$ cat config.mk
export PLATFORM = sky130hd
export DESIGN_NAME = lit_timer_pair
export DESIGN_NICKNAME = d
export VERILOG_FILES = /design/src/rtl/lit_pkg.sv /design/src/rtl/lit_reload_timer.sv /design/src/rtl/lit_oneshot_timer.sv /design/src/rtl/lit_irq_ctrl.sv /design/src/rtl/lit_timer_pair.sv
export SDC_FILE = /design/constraint.sdc
export NUM_CORES = 1
export LEC_CHECK = 0
export ABC_CLOCK_PERIOD_IN_PS = 3080
export CORE_ASPECT_RATIO = 2
export CORE_MARGIN = 2
export CORE_UTILIZATION = 45
export DETAILED_ROUTE_END_ITERATION = 8
export DONT_BUFFER_PORTS = 1
export SYNTH_ARGS = -nofsm -noshare
export SYNTH_HDL_FRONTEND = slang
export SYNTH_HIERARCHICAL = 1
export SYNTH_SLANG_ARGS = --single-unit
$ cat constraint.sdc
create_clock -name clk -period 3.08 [get_ports clk]
set_clock_uncertainty 0.1 [all_clocks]
set_input_delay 0.308 -clock clk [delete_from_list [all_inputs] [get_ports clk]]
set_output_delay 0.308 -clock clk [all_outputs]
set_load 0.02 [all_outputs]
$ cat src/rtl/lit_pkg.sv
package lit_pkg;
  localparam int REG_IDX_W = 4;

  typedef enum logic [REG_IDX_W-1:0] {
    REG_TA_CLO = 4'd4,
    REG_TA_CHI = 4'd5,
    REG_TA_RLO = 4'd6,
    REG_TA_RHI = 4'd7,
    REG_TB_LO  = 4'd8,
    REG_TB_HI  = 4'd9,
    REG_MODE   = 4'd11,
    REG_FLAGS  = 4'd13,
    REG_MASK   = 4'd14
  } reg_idx_e;

  localparam int FLAG_TA = 6;
  localparam int FLAG_TB = 5;
  localparam int FLAG_SR = 2;
  localparam int FLAG_W  = 7;
  localparam logic [1:0] MODE_FREE_RUN = 2'b01;
endpackage

$ cat src/rtl/lit_reload_timer.sv
module lit_reload_timer #(
  parameter int CNT_W = 16
) (
  input  logic             clk,
  input  logic             rst_n,
  input  logic             tick,
  input  logic             free_run,
  input  logic             wr_rld_lo,
  input  logic             wr_rld_hi,
  input  logic             wr_load_hi,
  input  logic [7:0]       wdata,
  output logic [CNT_W-1:0] count,
  output logic [CNT_W-1:0] reload,
  output logic             evt
);
  localparam logic [CNT_W-1:0] ALL_ONES = '1;
  localparam logic [CNT_W-1:0] ONE      = {{(CNT_W-1){1'b0}}, 1'b1};

  logic [CNT_W-1:0] count_d, reload_d;
  logic             armed_q, armed_d;

  always_comb begin
    reload_d = reload;
    if (wr_rld_lo)               reload_d[7:0]         = wdata;
    if (wr_rld_hi || wr_load_hi) reload_d[CNT_W-1 -: 8] = wdata;
    count_d = count;
    armed_d = armed_q;
    evt     = 1'b0;
    if (wr_load_hi) begin
      count_d = reload_d;
      armed_d = 1'b1;
    end else if (tick) begin
      count_d = (count == ALL_ONES) ? reload : count - ONE;
      evt     = (count_d == '0) && (armed_q || free_run);
      if (evt) armed_d = 1'b0;
    end
  end

  always_ff @(posedge clk or negedge rst_n) begin
    if (!rst_n) begin
      reload  <= ALL_ONES;
      count   <= ALL_ONES;
      armed_q <= 1'b0;
    end else begin
      reload  <= reload_d;
      count   <= count_d;
      armed_q <= armed_d;
    end
  end

  p_reload_r3: assert property (@(posedge clk) disable iff (!rst_n)
    (tick && !wr_load_hi && !wr_rld_lo && !wr_rld_hi && count == ALL_ONES)
      |=> (count == $past(reload)));
  p_hold_r11: assert property (@(posedge clk) disable iff (!rst_n)
    (!tick && !wr_load_hi) |=> $stable(count));
  p_evt_zero_r4: assert property (@(posedge clk) disable iff (!rst_n)
    evt |=> (count == '0));
endmodule

$ cat src/rtl/lit_oneshot_timer.sv
module lit_oneshot_timer #(
  parameter int CNT_W = 16
) (
  input  logic             clk,
  input  logic             rst_n,
  input  logic             tick,
  input  logic             wr_lo,
  input  logic             wr_hi,
  input  logic [7:0]       wdata,
  output logic [CNT_W-1:0] count,
  output logic             evt
);
  localparam logic [CNT_W-1:0] ALL_ONES = '1;
  localparam logic [CNT_W-1:0] ONE      = {{(CNT_W-1){1'b0}}, 1'b1};

  logic [7:0]       stage_q, stage_d;
  logic [CNT_W-1:0] count_d;
  logic             armed_q, armed_d;

  always_comb begin
    stage_d = wr_lo ? wdata : stage_q;
    count_d = count;
    armed_d = armed_q;
    evt     = 1'b0;
    if (wr_hi) begin
      count_d = CNT_W'({wdata, stage_q});
      armed_d = 1'b1;
    end else if (tick) begin
      count_d = count - ONE;
      evt     = (count_d == '0) && armed_q;
      if (evt) armed_d = 1'b0;
    end
  end

  always_ff @(posedge clk or negedge rst_n) begin
    if (!rst_n) begin
      stage_q <= 8'h00;
      count   <= ALL_ONES;
      armed_q <= 1'b0;
    end else begin
      stage_q <= stage_d;
      count   <= count_d;
      armed_q <= armed_d;
    end
  end

  p_load_r7: assert property (@(posedge clk) disable iff (!rst_n)
    wr_hi |=> (count == CNT_W'({$past(wdata), $past(stage_q)})));
  p_evt_zero_r7: assert property (@(posedge clk) disable iff (!rst_n)
    evt |=> (count == '0));
endmodule

$ cat src/rtl/lit_irq_ctrl.sv
module lit_irq_ctrl #(
  parameter int                      FW      = 7,
  parameter logic [FW-1:0]           IRQ_SRC = 7'h44
) (
  input  logic          clk,
  input  logic          rst_n,
  input  logic [FW-1:0] set_vec,
  input  logic [FW-1:0] clr_vec,
  input  logic          wr_mask,
  input  logic [7:0]    wdata,
  output logic [FW-1:0] flags,
  output logic [FW-1:0] mask,
  output logic          irq
);
  logic [FW-1:0] flags_d, mask_d;

  always_comb begin
    flags_d = (flags & ~clr_vec) | set_vec;
    mask_d  = mask;
    if (wr_mask) mask_d = wdata[7] ? (mask | wdata[FW-1:0]) : (mask & ~wdata[FW-1:0]);
  end

  always_ff @(posedge clk or negedge rst_n) begin
    if (!rst_n) begin
      flags <= '0;
      mask  <= '0;
    end else begin
      flags <= flags_d;
      mask  <= mask_d;
    end
  end

  assign irq = |(flags & mask & IRQ_SRC);

  p_flag_set_r8: assert property (@(posedge clk) disable iff (!rst_n)
    (|set_vec) |=> ((flags & $past(set_vec)) == $past(set_vec)));
  p_mask_set_r9: assert property (@(posedge clk) disable iff (!rst_n)
    (wr_mask && wdata[7]) |=> ((mask & $past(wdata[FW-1:0])) == $past(wdata[FW-1:0])));
  p_mask_clr_r9: assert property (@(posedge clk) disable iff (!rst_n)
    (wr_mask && !wdata[7]) |=> ((mask & $past(wdata[FW-1:0])) == '0));
  p_tb_quiet_r10: assert property (@(posedge clk) disable iff (!rst_n)
    ((flags & mask & IRQ_SRC) == '0) |-> !irq);
endmodule

$ cat src/rtl/lit_timer_pair.sv
module lit_timer_pair #(
  parameter int ADDR_W = 13,
  parameter int CNT_W  = 16
) (
  input  logic              clk,
  input  logic              rst_n,
  input  logic              tick_en,
  input  logic [ADDR_W-1:0] bus_addr,
  input  logic              bus_wr,
  input  logic              bus_rd,
  input  logic [7:0]        bus_wdata,
  output logic [7:0]        bus_rdata,
  output logic              irq_o
);
  import lit_pkg::*;

  localparam int IDX_LSB = ADDR_W - REG_IDX_W;
  localparam logic [FLAG_W-1:0] IRQ_SRC = FLAG_W'((1 << FLAG_TA) | (1 << FLAG_SR));

  logic [1:0] rs_q;
  logic       rst_sn;
  always_ff @(posedge clk or negedge rst_n) begin
    if (!rst_n) rs_q <= 2'b00;
    else        rs_q <= {rs_q[0], 1'b1};
  end
  assign rst_sn = rs_q[1];

  logic [REG_IDX_W-1:0] idx;
  logic [IDX_LSB-1:0]   unused_addr_low;
  assign idx             = bus_addr[ADDR_W-1 -: REG_IDX_W];
  assign unused_addr_low = bus_addr[IDX_LSB-1:0];

  logic [7:0] mode_q, mode_d;
  always_comb mode_d = (bus_wr && idx == REG_MODE) ? bus_wdata : mode_q;
  always_ff @(posedge clk or negedge rst_sn) begin
    if (!rst_sn) mode_q <= 8'h00;
    else         mode_q <= mode_d;
  end

  logic [CNT_W-1:0] ta_count, ta_reload, tb_count;
  logic             ta_evt, tb_evt;

  lit_reload_timer #(.CNT_W(CNT_W)) u_ta (
    .clk       (clk),
    .rst_n     (rst_sn),
    .tick      (tick_en),
    .free_run  (mode_q[7:6] == MODE_FREE_RUN),
    .wr_rld_lo (bus_wr && (idx == REG_TA_CLO || idx == REG_TA_RLO)),
    .wr_rld_hi (bus_wr && idx == REG_TA_RHI),
    .wr_load_hi(bus_wr && idx == REG_TA_CHI),
    .wdata     (bus_wdata),
    .count     (ta_count),
    .reload    (ta_reload),
    .evt       (ta_evt)
  );

  lit_oneshot_timer #(.CNT_W(CNT_W)) u_tb (
    .clk  (clk),
    .rst_n(rst_sn),
    .tick (tick_en),
    .wr_lo(bus_wr && idx == REG_TB_LO),
    .wr_hi(bus_wr && idx == REG_TB_HI),
    .wdata(bus_wdata),
    .count(tb_count),
    .evt  (tb_evt)
  );

  logic [FLAG_W-1:0] set_vec, clr_vec, flags, mask;
  always_comb begin
    set_vec          = '0;
    set_vec[FLAG_TA] = ta_evt;
    set_vec[FLAG_TB] = tb_evt;
    clr_vec          = (bus_wr && idx == REG_FLAGS) ? bus_wdata[FLAG_W-1:0] : '0;
    if (bus_rd && idx == REG_TA_CLO) clr_vec[FLAG_TA] = 1'b1;
    if (bus_rd && idx == REG_TB_LO)  clr_vec[FLAG_TB] = 1'b1;
  end

  lit_irq_ctrl #(.FW(FLAG_W), .IRQ_SRC(IRQ_SRC)) u_irq (
    .clk    (clk),
    .rst_n  (rst_sn),
    .set_vec(set_vec),
    .clr_vec(clr_vec),
    .wr_mask(bus_wr && idx == REG_MASK),
    .wdata  (bus_wdata),
    .flags  (flags),
    .mask   (mask),
    .irq    (irq_o)
  );

  always_comb begin
    bus_rdata = 8'h00;
    if (bus_rd) begin
      case (idx)
        REG_TA_CLO: bus_rdata = ta_count[7:0];
        REG_TA_CHI: bus_rdata = ta_count[CNT_W-1 -: 8];
        REG_TA_RLO: bus_rdata = ta_reload[7:0];
        REG_TA_RHI: bus_rdata = ta_reload[CNT_W-1 -: 8];
        REG_TB_LO:  bus_rdata = tb_count[7:0];
        REG_TB_HI:  bus_rdata = tb_count[CNT_W-1 -: 8];
        REG_MODE:   bus_rdata = mode_q;
        REG_FLAGS:  bus_rdata = {irq_o, flags};
        REG_MASK:   bus_rdata = {1'b0, mask};
        default:    bus_rdata = 8'h00;
      endcase
    end
  end

  p_rd_clear_r8: assert property (@(posedge clk) disable iff (!rst_sn)
    (bus_rd && idx == REG_TA_CLO && !ta_evt) |=> !flags[FLAG_TA]);
endmodule

Word-level counts from Yosys, hierarchy flattened
Index checks and enable logic that the tools add are counted.
- flip-flop bits (word level): 82
- input port bits: 26
- $add $sub $neg: 2
- equality and inequality tests: 11
- multiplexer cells: 23
- bitwise operators: 7
- reductions and logical operators: 24
- operators by type and width (kind ; number):
    2-to-1 mux 16 bit ; 5
    case mux 8 bit (9 select lines) ; 1
    logical NOT 16 bit ; 2
    subtractor 16 x 1 -> 16 bit (second input constant) ; 2
    2-to-1 mux 8 bit ; 3
    bitwise AND 7 bit ; 3
    equality test 4 bit (second input constant) ; 5
    equality test 16 bit (second input constant) ; 1
    equality test 4 x 3 -> 1 bit (second input constant) ; 4
    2-to-1 mux 7 bit ; 2
    inverter 7 bit ; 2
    OR 7 bit ; 2
    logical AND 1 bit ; 12
    2-to-1 mux 1 bit ; 12
    nonzero test 2 bit ; 4
    AND reduction 2 bit ; 2
    logical OR 1 bit ; 3
    equality test 2 x 1 -> 1 bit (second input constant) ; 1
    OR reduction 2 bit ; 1

Depth between registers and ports, before layout
Gate-level depths: netlist (run 1).
- depth after elaboration: 7
- mapped depth: 10
- mapped depth without buffers: 9

Hierarchy
Netlist (run 1), hierarchy kept.
- modules (own cells, without submodules) (module ; instances ; cells each ; area each (um^2) ; seq. area each (um^2)):
    lit_reload_timer ; 1 ; 224 ; 2105.8 ; 865.8
    lit_oneshot_timer ; 1 ; 136 ; 1372.6 ; 645.6
    lit_timer_pair ; 1 ; 154 ; 1323.8 ; 250.2
    lit_irq_ctrl ; 1 ; 43 ; 543.0 ; 350.3

Least setup slack after synthesis (run 1)
OpenSTA, ideal clock, no wires.
- path type: register to register
- start: register u_ta.count[6]
- end: register u_irq.flags[6]
- setup time: 0.064 ns
- arrival: 2.446 ns
- path slack: 0.470 ns
- cell stages (with the launch flop): 10
- period minus slack after synthesis: 2.610 ns
- cell sequence: dfstp_2 -> buf_2 -> or4_1 -> buf_2 -> nor3_1 -> xor2_1 -> a22o_1 -> a2111oi_0 -> and3_1 -> a21o_1
- word-level cells in the longest chain between the ends: 7
- elaborated cells between the ends (all ways): 8
- RTL lines (element ; RTL line ; source):
    start: declaration ; lit_reload_timer.sv:12 ; output logic [CNT_W-1:0] count,
    start signal: assignment ; lit_reload_timer.sv:46 ; count <= count_d;
    subtractor 16 x 1 -> 16 bit or equality test 16 bit (tied branches) ; lit_reload_timer.sv:33 ; count_d = (count == ALL_ONES) ? reload : count - ONE;
    2-to-1 mux 16 bit (*) ; lit_reload_timer.sv:33 ;
    logical NOT 16 bit (*) ; lit_reload_timer.sv:34 ; evt = (count_d == '0) && (armed_q || free_run);
    logical AND 1 bit (*) ; lit_reload_timer.sv:34 ;
    2-to-1 mux 1 bit (*) ; lit_reload_timer.sv:32 ; end else if (tick) begin
    2-to-1 mux 1 bit (*) ; lit_reload_timer.sv:29 ; if (wr_load_hi) begin
    via ta_evt ; lit_timer_pair.sv:41 ; logic ta_evt, tb_evt;
    OR 7 bit (*) ; lit_irq_ctrl.sv:18 ; flags_d = (flags & ~clr_vec) | set_vec;
    via u_irq.flags_d[6] ; lit_irq_ctrl.sv:15 ; logic [FW-1:0] flags_d, mask_d;
    end signal: assignment ; lit_irq_ctrl.sv:28 ; flags <= flags_d;
    end: declaration ; lit_irq_ctrl.sv:11 ; output logic [FW-1:0] flags,
Mark *: on every way through the listed nets, which the timed path passes. The rest lies on a longest branch.
A chain may end at the register's enable or synchronous reset.

Final worst setup path (run 1)
- start: register u_ta.count[0]
- end: register u_irq.flags[6]
Same word-level chain as after synthesis.

==> results of run 1 <==
==> flip-flops by register name (all words and copies together), names as in the netlist, named ones only <==
register / cells
u_tb/armed_q: 1
u_ta/armed_q: 1
rs_q: 2
u_tb/count: 16
mode_q: 8
u_irq/flags: 7
u_ta/count: 16
u_ta/reload: 16
u_tb/stage_q: 8
==> synth_stat cells, types with 7 or more instances <==
master / number / share of area
clkbuf_1: 18 / 0.013
mux2i_1: 8 / 0.015
mux2_1: 7 / 0.015
dfstp_2: 48 / 0.24
buf_2: 13 / 0.012
a22o_1: 14 / 0.023
inv_1: 19 / 0.013
a31oi_1: 9 / 0.011
a21oi_1: 22 / 0.021
xnor2_1: 8 / 0.013
nor2b_1: 8 / 0.0094
nor2_1: 29 / 0.020
o21ai_0: 35 / 0.033
o211ai_1: 7 / 0.0098
dfrtp_1: 34 / 0.16
xor2_1: 17 / 0.028
nor3_1: 14 / 0.013
mux2_2: 33 / 0.070
nand3_1: 13 / 0.012
nand2_1: 51 / 0.036
a22oi_1: 7 / 0.0098
a21o_1: 17 / 0.024
==> power by group <==
part           switching [µW]  internal [µW]
clock                     481            743
combinational             712            631
sequential                555           1590
==> routing by layer <==
layer	up-vias	global-route usage
met1	2182	0.2984
met4	0	0.1776
met3	58	0.04561
li1	2023	-
met2	164	0.4974
met5	-	0
==> worst max-delay path, cell delays in order (launching register included) <==
cell,delay [ns]
dfstp_2,0.60
ha_1,0.21
nand4_2,0.11
or4_1,0.60
buf_4,0.21
nor2_1,0.10
nor2_1,0.08
a2111oi_0,0.47
and3_1,0.26
a21o_1,0.09
==> metrics by stage <==
| stage | instances | power, µW | cell area [µm²] |
|---|---|---|---|
| after floorplan | 561 | 3016 | 5360 |
| after global placement | 677 | 3403 | 5439 |
| after detailed placement | 677 | 3454 | 5439 |
| after CTS | 702 | 4709 | 5863 |
| after global routing | 702 | 4948 | 5863 |
| final | 702 | 4717 | 5863 |
==> worst paths after layout <==
| check | startpoint | to | slack, ns |
|---|---|---|---|
| max | u_ta/count[0] | u_irq/flags[6] | 0.19 |
| min in group asynchronous | rst_n | rs_q[1] | 0.08 |
| max in group asynchronous | rs_q[1] | u_tb/stage_q[5] | 1.79 |
| max reg2reg | u_ta/count[0] | u_irq/flags[6] | 0.19 |
| min reg2reg | rs_q[0] | rs_q[1] | 0.26 |
| min | bus_wdata[0] | u_ta/count[8] | 0.008 |
==> final cells by class <==
type / instances / area (µm²)
flip-flops and latches: 82 / 2116
repair buffers: 23 / 195.2
multi-input cells: 417 / 2965
inverters: 19 / 71.32
clock inverters: 6 / 95.09
well taps: 145 / 181.4
clock buffers: 10 / 239.0
fillers: 1102 / 5768
==> what timing repair did <==
| item | 4_1_cts | 5_1_grt |
|---|---|---|
| endpoints found under the hold margin | 19 | 0 |
| hold buffers | 9 | 0 |
| buffers inserted | 0 | 0 |
| gates resized for setup | 0 | 0 |
==> cell families (layout without fill, tap and decap cells) <==
kind of cell	count (synthesis)	count (layout)	synth area share
other	2	6	0.001405
DFF	82	82	0.3951
and+or+nand+nor	189	189	0.2123
buffers and inverters	62	58	0.05431
AOI/OAI and AO/OA	145	145	0.1873
xor gates and xnor gates	25	25	0.04096
adders and majority gates	4	4	0.009364
muxes	48	48	0.09925
==> run metrics, run 1 <==
Slew @ Worst Pin=approximately 1.0 ns; unrepaired setup endpoints after global routing=false; IO buf count=0; wire per inst=24.50 µm; Mapped Area=about 5300 µm²; critical path launch point type=flip-flop; IO Count=35; GPL Wtd Cong=~0.91; CTS root buffer=clkbuf_16; dpl ws=0.2354 ns; dpl hpwl=12.13 mm; layout cells sized above 1=0.2442; CTS Buf Count=9; core area=11,630 µm²; Fin Setup TNS=0 ns; Synth Register Bits=82; met2 wire len=9.126 mm; peak supply drop=0.3804 mV; Slew headroom=0.3035; H-tree levels=3; Final min period=2.886 ns; Setup CP Type=flip-flop to flip-flop; CP max FO=8; final WL=17.20 mm; ys flop type=dfstp_2; clk_lat worst skew=0.34 ns; number of global-route vias before repair=4,343; period utilisation layout=0.9372; DRT iter0 DRCs=504; GRT Residual Overflow=0; drt pass-1 iters=5; vias per cell=between 6 and 7; largest net degree at the start of global routing=81; WL met3=roughly 870 µm; Post-synth EDFFs=0; clock slew at reported path FFs=~0.07 ns; PwrDens=804.5 nW/µm²; WL met1=6.084 mm; max-cap violations=0; via count=4,427; fmax=346.4 MHz; Initial Util=0.4596; post-synthesis async set-or-reset flop share=1.000; final slew viol count=0; Util after Layout=0.5041; hold_ws=just under 0.008 ns; status=finished clean; Die W=81.07 µm; Die ar.=12,820 µm²; first-pass GRT wire length=~26 mm; post-route ant nets=0; diode count=0; register area share after synthesis=0.3951; final hold violations=0; nets@finish=582; Hold Path Cell Cnt=2; Clock Sink Count=82; Pleak=0.002227 µW; CTS tree=done; row count=56; area grow syn2layout=9.691%; # DRC=0; Avg Inst Size Synth=9.596 µm²; Clock Path Buffers=2; worst hold path class=primary input to flip-flop; Syn Inst Count=557; Setup WS post-layout=0.1935 ns; setup violators final=0; worst endpoint required time=about 3.3 ns; Worst Setup End Kind=flip-flop; Synth Warn #=6; critical path arrival=3.07 ns; most frequent cells in the layout=51 x nand2_1, 48 x dfstp_2, 35 x o21ai_0, 33 x mux2_2, 33 x dfrtp_1; commonest non-fill, non-tap cell in the layout=nand2_1; GRT Resource Usage Total=0.2800; post-synth cell types=73; Max Used Layer=met4; Reg2Reg Depth=9; Die Y=158.1 µm; initial antenna violation count=0
Power figures use the tool's default switching activity.
==> run 2, diff against run 1 <==
--- a/config.mk
+++ b/config.mk
@@ -11,6 +11,7 @@
 export CORE_UTILIZATION = 45
 export DETAILED_ROUTE_END_ITERATION = 8
 export DONT_BUFFER_PORTS = 1
+export PLACE_DENSITY_LB_ADDON = 0.05
 export SYNTH_ARGS = -nofsm -noshare
 export SYNTH_HDL_FRONTEND = slang
 export SYNTH_HIERARCHICAL = 1
==> run metrics, run 2 (synthesis results as in run 1) <==
period utilisation layout=0.9691 (+0.03196); core area=11,630 µm² (unchanged); H-tree levels=3 (unchanged); CTS Buf Count=9 (unchanged); Die Y=158.1 µm (unchanged); final slew viol count=0 (unchanged); post-CTS setup buffers=0 (unchanged); Worst Setup End Kind=flip-flop; crit-path cells=ha_1, nand4_2, or4_1, buf_4, nor2_1, nor2_1, nor4_2, and3_1, a21o_1; flop2flop setup slack=0.1 ns (-0.10 ns); largest net degree at the start of global routing=74 (-8.6%); WL met3=968 µm (+12%); GPL Wtd Cong=0.9245 (+1.9%); Initial Util=0.4596 (unchanged); final WL=17.94 mm (+4.3%); dpl ws=0.1160 ns (-0.1195 ns); status=finished clean; Die W=81.07 µm (unchanged); Die ar.=12,820 µm² (unchanged); Clock Sink Count=82 (unchanged); Reg2Reg Depth=9 (unchanged); row count=56 (unchanged); PwrDens=803.4 nW/µm² (-0.13%); initial antenna violation count=0 (unchanged); CTS tree=done; Fin Setup TNS=0 ns (unchanged); post-route cell area=5807 µm² (-0.96%); diode count=0 (unchanged); # DRC=0 (unchanged); max-cap violations=0 (unchanged); DP Area=5416 µm² (-0.41%); most frequent cells in the layout=51 x nand2_1, 48 x dfstp_2, 35 x o21ai_0, 33 x mux2_2, 33 x dfrtp_1; drt pass-1 iters=5 (unchanged); Pleak=0.002183 µW (-2.0%); GRT Resource Usage Total=0.2958 (+0.01577); number of global-route vias before repair=4,507 (+3.8%); peak supply drop=0.4207 mV (+11%); Setup crit end=u_irq/flags[6]; CP max FO=9 (+1); Top delay family on crit path=simple AND/OR/NAND/NOR gates; worst r2r src=u_ta/count[0]; fmax=335.0 MHz (-3.3%); CP startpoint=u_ta/count[0]; CTS root buffer=clkbuf_16; vias per cell=6.441 (+2.1%); dpl cells=674 (-0.44%); met2 wire len=9.465 mm (+3.7%); Setup WS post-layout=0.09509 ns (-0.09844 ns); CP max stage cell=or4_1; Max Used Layer=met4; via count=4,502 (+1.7%); unrepaired setup endpoints after global routing=false; area grow syn2layout=8.638%; layout cells sized above 1=0.2365 (-0.007703); first-pass GRT wire length=27.06 mm (+5.1%); final hold violations=0 (unchanged); largest registers=u_ta/count: 16 flops, u_ta/reload: 16 flops, u_tb/count: 16 flops; Worst R2R End=u_irq/flags[6]; CP Buf/Inv Count=1 (unchanged); Layout Cells excl Fill=699 (-0.43%); Final min period=2.985 ns (+0.09844 ns); Levels on crit path=9 (unchanged); IO buf count=0 (unchanged); post-route ant nets=0 (unchanged); setup violators final=0 (unchanged); max incr delay on CP=0.73 ns (+0.13 ns); WL met1=6.359 mm (+4.5%); nets@finish=579 (-0.52%); Setup CP Type=flip-flop to flip-flop; clock slew at reported path FFs=0.06 ns (about the same); hold_ws=0.01276 ns (+0.004975 ns); Clock Path Buffers=2 (unchanged); wire per inst=25.67 µm (+4.8%); DRT iter0 DRCs=401 (-20%); Slew @ Worst Pin=0.9773 ns (-0.06751 ns); worst hold path class=primary input to flip-flop; worst endpoint required time=3.26 ns (about the same); commonest non-fill, non-tap cell in the layout=nand2_1; dpl hpwl=12.82 mm (+5.8%); clk_lat worst skew=0.34 ns (about the same); critical path arrival=3.17 ns (+0.10 ns); critical path launch point type=flip-flop; Most Frequent Cell on Critical Path=nor2_1; IO Count=35 (unchanged); GRT Residual Overflow=0 (unchanged); Slew headroom=0.3485 (+0.04501)
run 2: worst min path at each step:
stage / start / to / slack [ns] / depth (start not counted)
floorplan: rst_n / rs_q[0] / -0.09 / 0
global placement: rst_n / rs_q[0] / -0.09 / 0
detailed placement: rst_n / rs_q[0] / -0.09 / 0
CTS: bus_wdata[0] / u_ta/reload[8] / 0.002 / 1
global route: bus_wdata[0] / u_ta/reload[8] / 0.003 / 1
finish: bus_wdata[2] / u_ta/reload[10] / 0.01 / 1
run 2: cell type report:
class | instances | area, µm²
sequential | 82 | 2116
multi-input combinational | 417 | 2967
tap | 145 | 181.4
timing repair buffer | 20 | 172.7
fill | 1142 | 5824
inverter | 19 | 71.32
clock inverter | 4 | 52.55
clock buffer | 12 | 246.5
run 2: where the power goes:
| group | internal [µW] | total (µW) | switching [µW] |
|---|---|---|---|
| clock network | 651 | 1100 | 450 |
| registers | 1600 | 2200 | 607 |
| logic | 623 | 1360 | 737 |
| total | 2870 | 4670 | 1790 |
run 2: metrics by stage:
step / utilization / power, µW
2_1_floorplan: - / 3016
3_3_place_gp: 0.4657 / 3471
3_5_place_dp: 0.4657 / 3501
4_1_cts: 0.4991 / 4637
5_1_grt: 0.4992 / 4875
6_report: 0.4992 / 4665
run 2: per-layer routing:
layer,GRT usage,vias to the layer above
met4,0.1703,0
met2,0.5305,174
li1,-,2013
met3,0.05758,69
met5,0,-
met1,0.3123,2246
run 2: what timing repair did:
| action | CTS | global route |
|---|---|---|
| hold buffers | 9 | 0 |
| setup endpoints to repair | 0 | 1 |
| resized for setup | 0 | 1 |
| endpoints found under the hold margin | 24 | 0 |
==> run 3, diff against run 2 <==
--- a/config.mk
+++ b/config.mk
@@ -14,5 +14,4 @@
 export PLACE_DENSITY_LB_ADDON = 0.05
 export SYNTH_ARGS = -nofsm -noshare
 export SYNTH_HDL_FRONTEND = slang
-export SYNTH_HIERARCHICAL = 1
 export SYNTH_SLANG_ARGS = --single-unit
==> run metrics, run 3 <==
status=finished clean; most frequent cells in the layout=55 x nand2_1, 53 x nor2_1, 48 x dfstp_2, 46 x mux2_2, 39 x a21oi_1; largest net degree at the start of global routing=81 (+9.5%); unrepaired setup endpoints after global routing=false; number of global-route vias before repair=4,504 (-0.067%); setup violators final=0 (unchanged); commonest non-fill, non-tap cell in the layout=nand2_1; WL met1=6.129 mm (-3.6%); Slew headroom=0.2703 (-0.07821); Synth Warn #=0 (-6); crit-path cells=ha_1, nand4_2, or4_4, buf_4, a2bb2oi_1, a2111o_1, nor4_4, a31o_1; DRT iter0 DRCs=259 (-35%); Setup CP Type=flip-flop to flip-flop; post-CTS setup buffers=0 (unchanged); clock slew at reported path FFs=0.07 ns (about the same); dpl hpwl=12.39 mm (-3.4%); via count=4,411 (-2.0%); Initial Util=0.4580 (-0.001549); clk_lat worst skew=0.34 ns (about the same); internal power=2927 µW (+2.0%); first-pass GRT wire length=26.28 mm (-2.9%); Clock Path Buffers=2 (unchanged); WL met3=656 µm (-32%); nets@finish=578 (-0.17%); area grow syn2layout=11.08%; Top delay family on crit path=simple AND/OR/NAND/NOR gates; initial antenna violation count=0 (unchanged); IO buf count=0 (unchanged); Final min period=2.981 ns (-0.004356 ns); Worst Setup End Kind=flip-flop; Fin Setup TNS=0 ns (unchanged); Combinational Power Share=0.291 (about the same); CTS root buffer=clkbuf_16; Clock Sink Count=82 (unchanged); fmax=335.5 MHz (+0.15%); NetSw=1622 µW (-9.6%); post-synthesis async set-or-reset flop share=1.000 (unchanged); post-route ant nets=0 (unchanged); PwrDens=797.2 nW/µm² (-0.77%); Die Y=155.1 µm (-1.9%); critical path launch point type=flip-flop; # DRC=0 (unchanged); Mapped Area=5137 µm² (-3.9%); worst endpoint required time=3.25 ns (about the same); final slew viol count=0 (unchanged); cell taking the most area after synthesis=dfstp_2; GRT Residual Overflow=0 (unchanged); post-route cell area=5707 µm² (-1.7%); DP Area=5281 µm² (-2.5%); Slew @ Worst Pin=1.095 ns (+0.1173 ns); peak supply drop=0.3670 mV (-13%); post-synth cell types=69 (-5.5%); diode count=0 (unchanged); IO Count=35 (unchanged); CP max stage cell=dfstp_2; GPL Wtd Cong=0.9475 (+2.5%); max-cap violations=0 (unchanged); largest cells by area after synthesis=dfstp_2 25%, dfrtp_1 17%, mux2_2 10%, nand2_1 4.0%, nor2_1 3.9%; wire per inst=24.61 µm (-4.1%); sw frac=0.3566 (-0.02803); dpl ws=0.1114 ns (-0.004576 ns); count leader, synth=nand2_1; register area share after synthesis=0.4111 (+0.01597); drt pass-1 iters=5 (unchanged); Post-synth EDFFs=0 (unchanged); CTS Buf Count=9 (unchanged); vias per cell=6.347 (-1.5%); Die ar.=12,340 µm² (-3.7%); worst hold path class=primary input to flip-flop; Clock power frac=0.263 (+0.027); Mapped Nets=580; Die W=79.55 µm (-1.9%); Util after Layout=0.5088 (+0.009509); GRT Resource Usage Total=0.2879 (-0.007916); met2 wire len=9.274 mm (-2.0%); most frequent cells after synthesis=55 x nand2_1, 53 x nor2_1, 48 x dfstp_2, 46 x mux2_2, 39 x a21oi_1; final hold violations=0 (unchanged); max incr delay on CP=0.63 ns (-0.10 ns); Avg Inst Size Synth=9.341 µm² (-2.7%); final WL=17.11 mm (-4.7%); flop2flop setup slack=0.1 ns (about the same); Syn Inst Count=550 (-1.3%); Pwr Total=4550 µW (-2.5%); CP max FO=16 (+7); layout cells sized above 1=0.2568 (+0.02032); critical path arrival=3.16 ns (about the same); Max Used Layer=met4; largest registers=u_ta.count: 16 flops, u_ta.reload: 16 flops, u_tb.count: 16 flops; H-tree levels=3 (unchanged); Reg power frac=0.445 (-0.027); core area=11,220 µm² (-3.6%); ys flop type=dfstp_2; Synth top area share=0.2455 (+0.009539); period utilisation layout=0.9677 (-0.001414); Synth Register Bits=82 (unchanged); CP Buf/Inv Count=1 (unchanged); CTS tree=done; row count=55 (-1.8%); Pleak=0.002206 µW (+1.1%); Setup WS post-layout=0.09944 ns (+0.004356 ns)
## run 3: cell count changes after synthesis, moves of 6 or more
cell,delta
a21oi_1,+17
a21o_1,-16
clkbuf_1,+9
a22o_1,-9
buf_2,-10
inv_1,-10
mux2i_1,+8
mux2_2,+13
mux2_1,-7
nor3_1,-8
nor2_1,+24
nand3_1,+9
a31oi_1,-8
a21boi_0,+6
## run 3: layout make-up
| cell class | instances | area, µm² |
|---|---|---|
| fill | 1062 | 5510 |
| clock buffer | 11 | 242.7 |
| inverter | 9 | 33.78 |
| clock inverter | 5 | 86.33 |
| tap | 142 | 177.7 |
| multi-input combinational | 422 | 2850 |
| timing repair buffer | 24 | 200.2 |
| sequential | 82 | 2116 |
## run 3: routing by layer
| layer | global-route usage | vias up |
|---|---|---|
| met5 | 0 | - |
| met4 | 0.1691 | 0 |
| met3 | 0.04756 | 58 |
| met2 | 0.5222 | 141 |
| met1 | 0.3028 | 2206 |
| li1 | - | 2006 |
## run 3: power groups by stage
stage	registers [µW]	logic [µW]	clock network, µW
floorplan	1790	1050	0
global placement	2020	1260	0
detailed placement	2030	1280	0
CTS	2010	1300	1220
global route	2060	1460	1250
finish	2030	1330	1200
## run 3: logic make-up (layout without fill, tap and decap cells)
| kind of cell | Yosys count | in the layout | share of synthesized area |
|---|---|---|---|
| XOR/XNOR | 21 | 21 | 0.03580 |
| AO/OA/AOI/OAI | 133 | 133 | 0.1732 |
| multiplexers | 62 | 62 | 0.1320 |
| buffers and inverters | 46 | 49 | 0.03726 |
| other | 1 | 1 | 0.0007299 |
| flip-flops | 82 | 82 | 0.4111 |
| adder cells (fa/ha/maj) | 4 | 4 | 0.009742 |
| AND/OR/NAND/NOR | 201 | 201 | 0.2002 |
## run 3: repair_timing
action | 4_1_cts | 5_1_grt
gates resized for setup | 0 | 2
hold buffers | 8 | 0
endpoints found under the hold margin | 13 | 0
setup endpoints to repair | 0 | 2
## run 3: path summary, 6_finish.rpt
check | cells past startpoint | to | startpoint
min reg2reg | 0 | rs_q[1] | rs_q[0]
max reg2reg | 8 | u_irq.flags[6] | u_ta.count[0]
min in group asynchronous | 1 | rs_q[1] | rst_n
max | 8 | u_irq.flags[6] | u_ta.count[0]
max in group asynchronous | 0 | u_irq.flags[1] | rs_q[1]
min | 1 | u_tb.stage_q[2] | bus_wdata[2]
## run 3: stage by stage
step	hold slack [ns]	instances
3_5_place_dp	-0.08754	671
6_report	0.01286	695
2_1_floorplan	-0.08759	550
3_3_place_gp	-0.08755	671
4_1_cts	0.005069	695
5_1_grt	0.005141	695
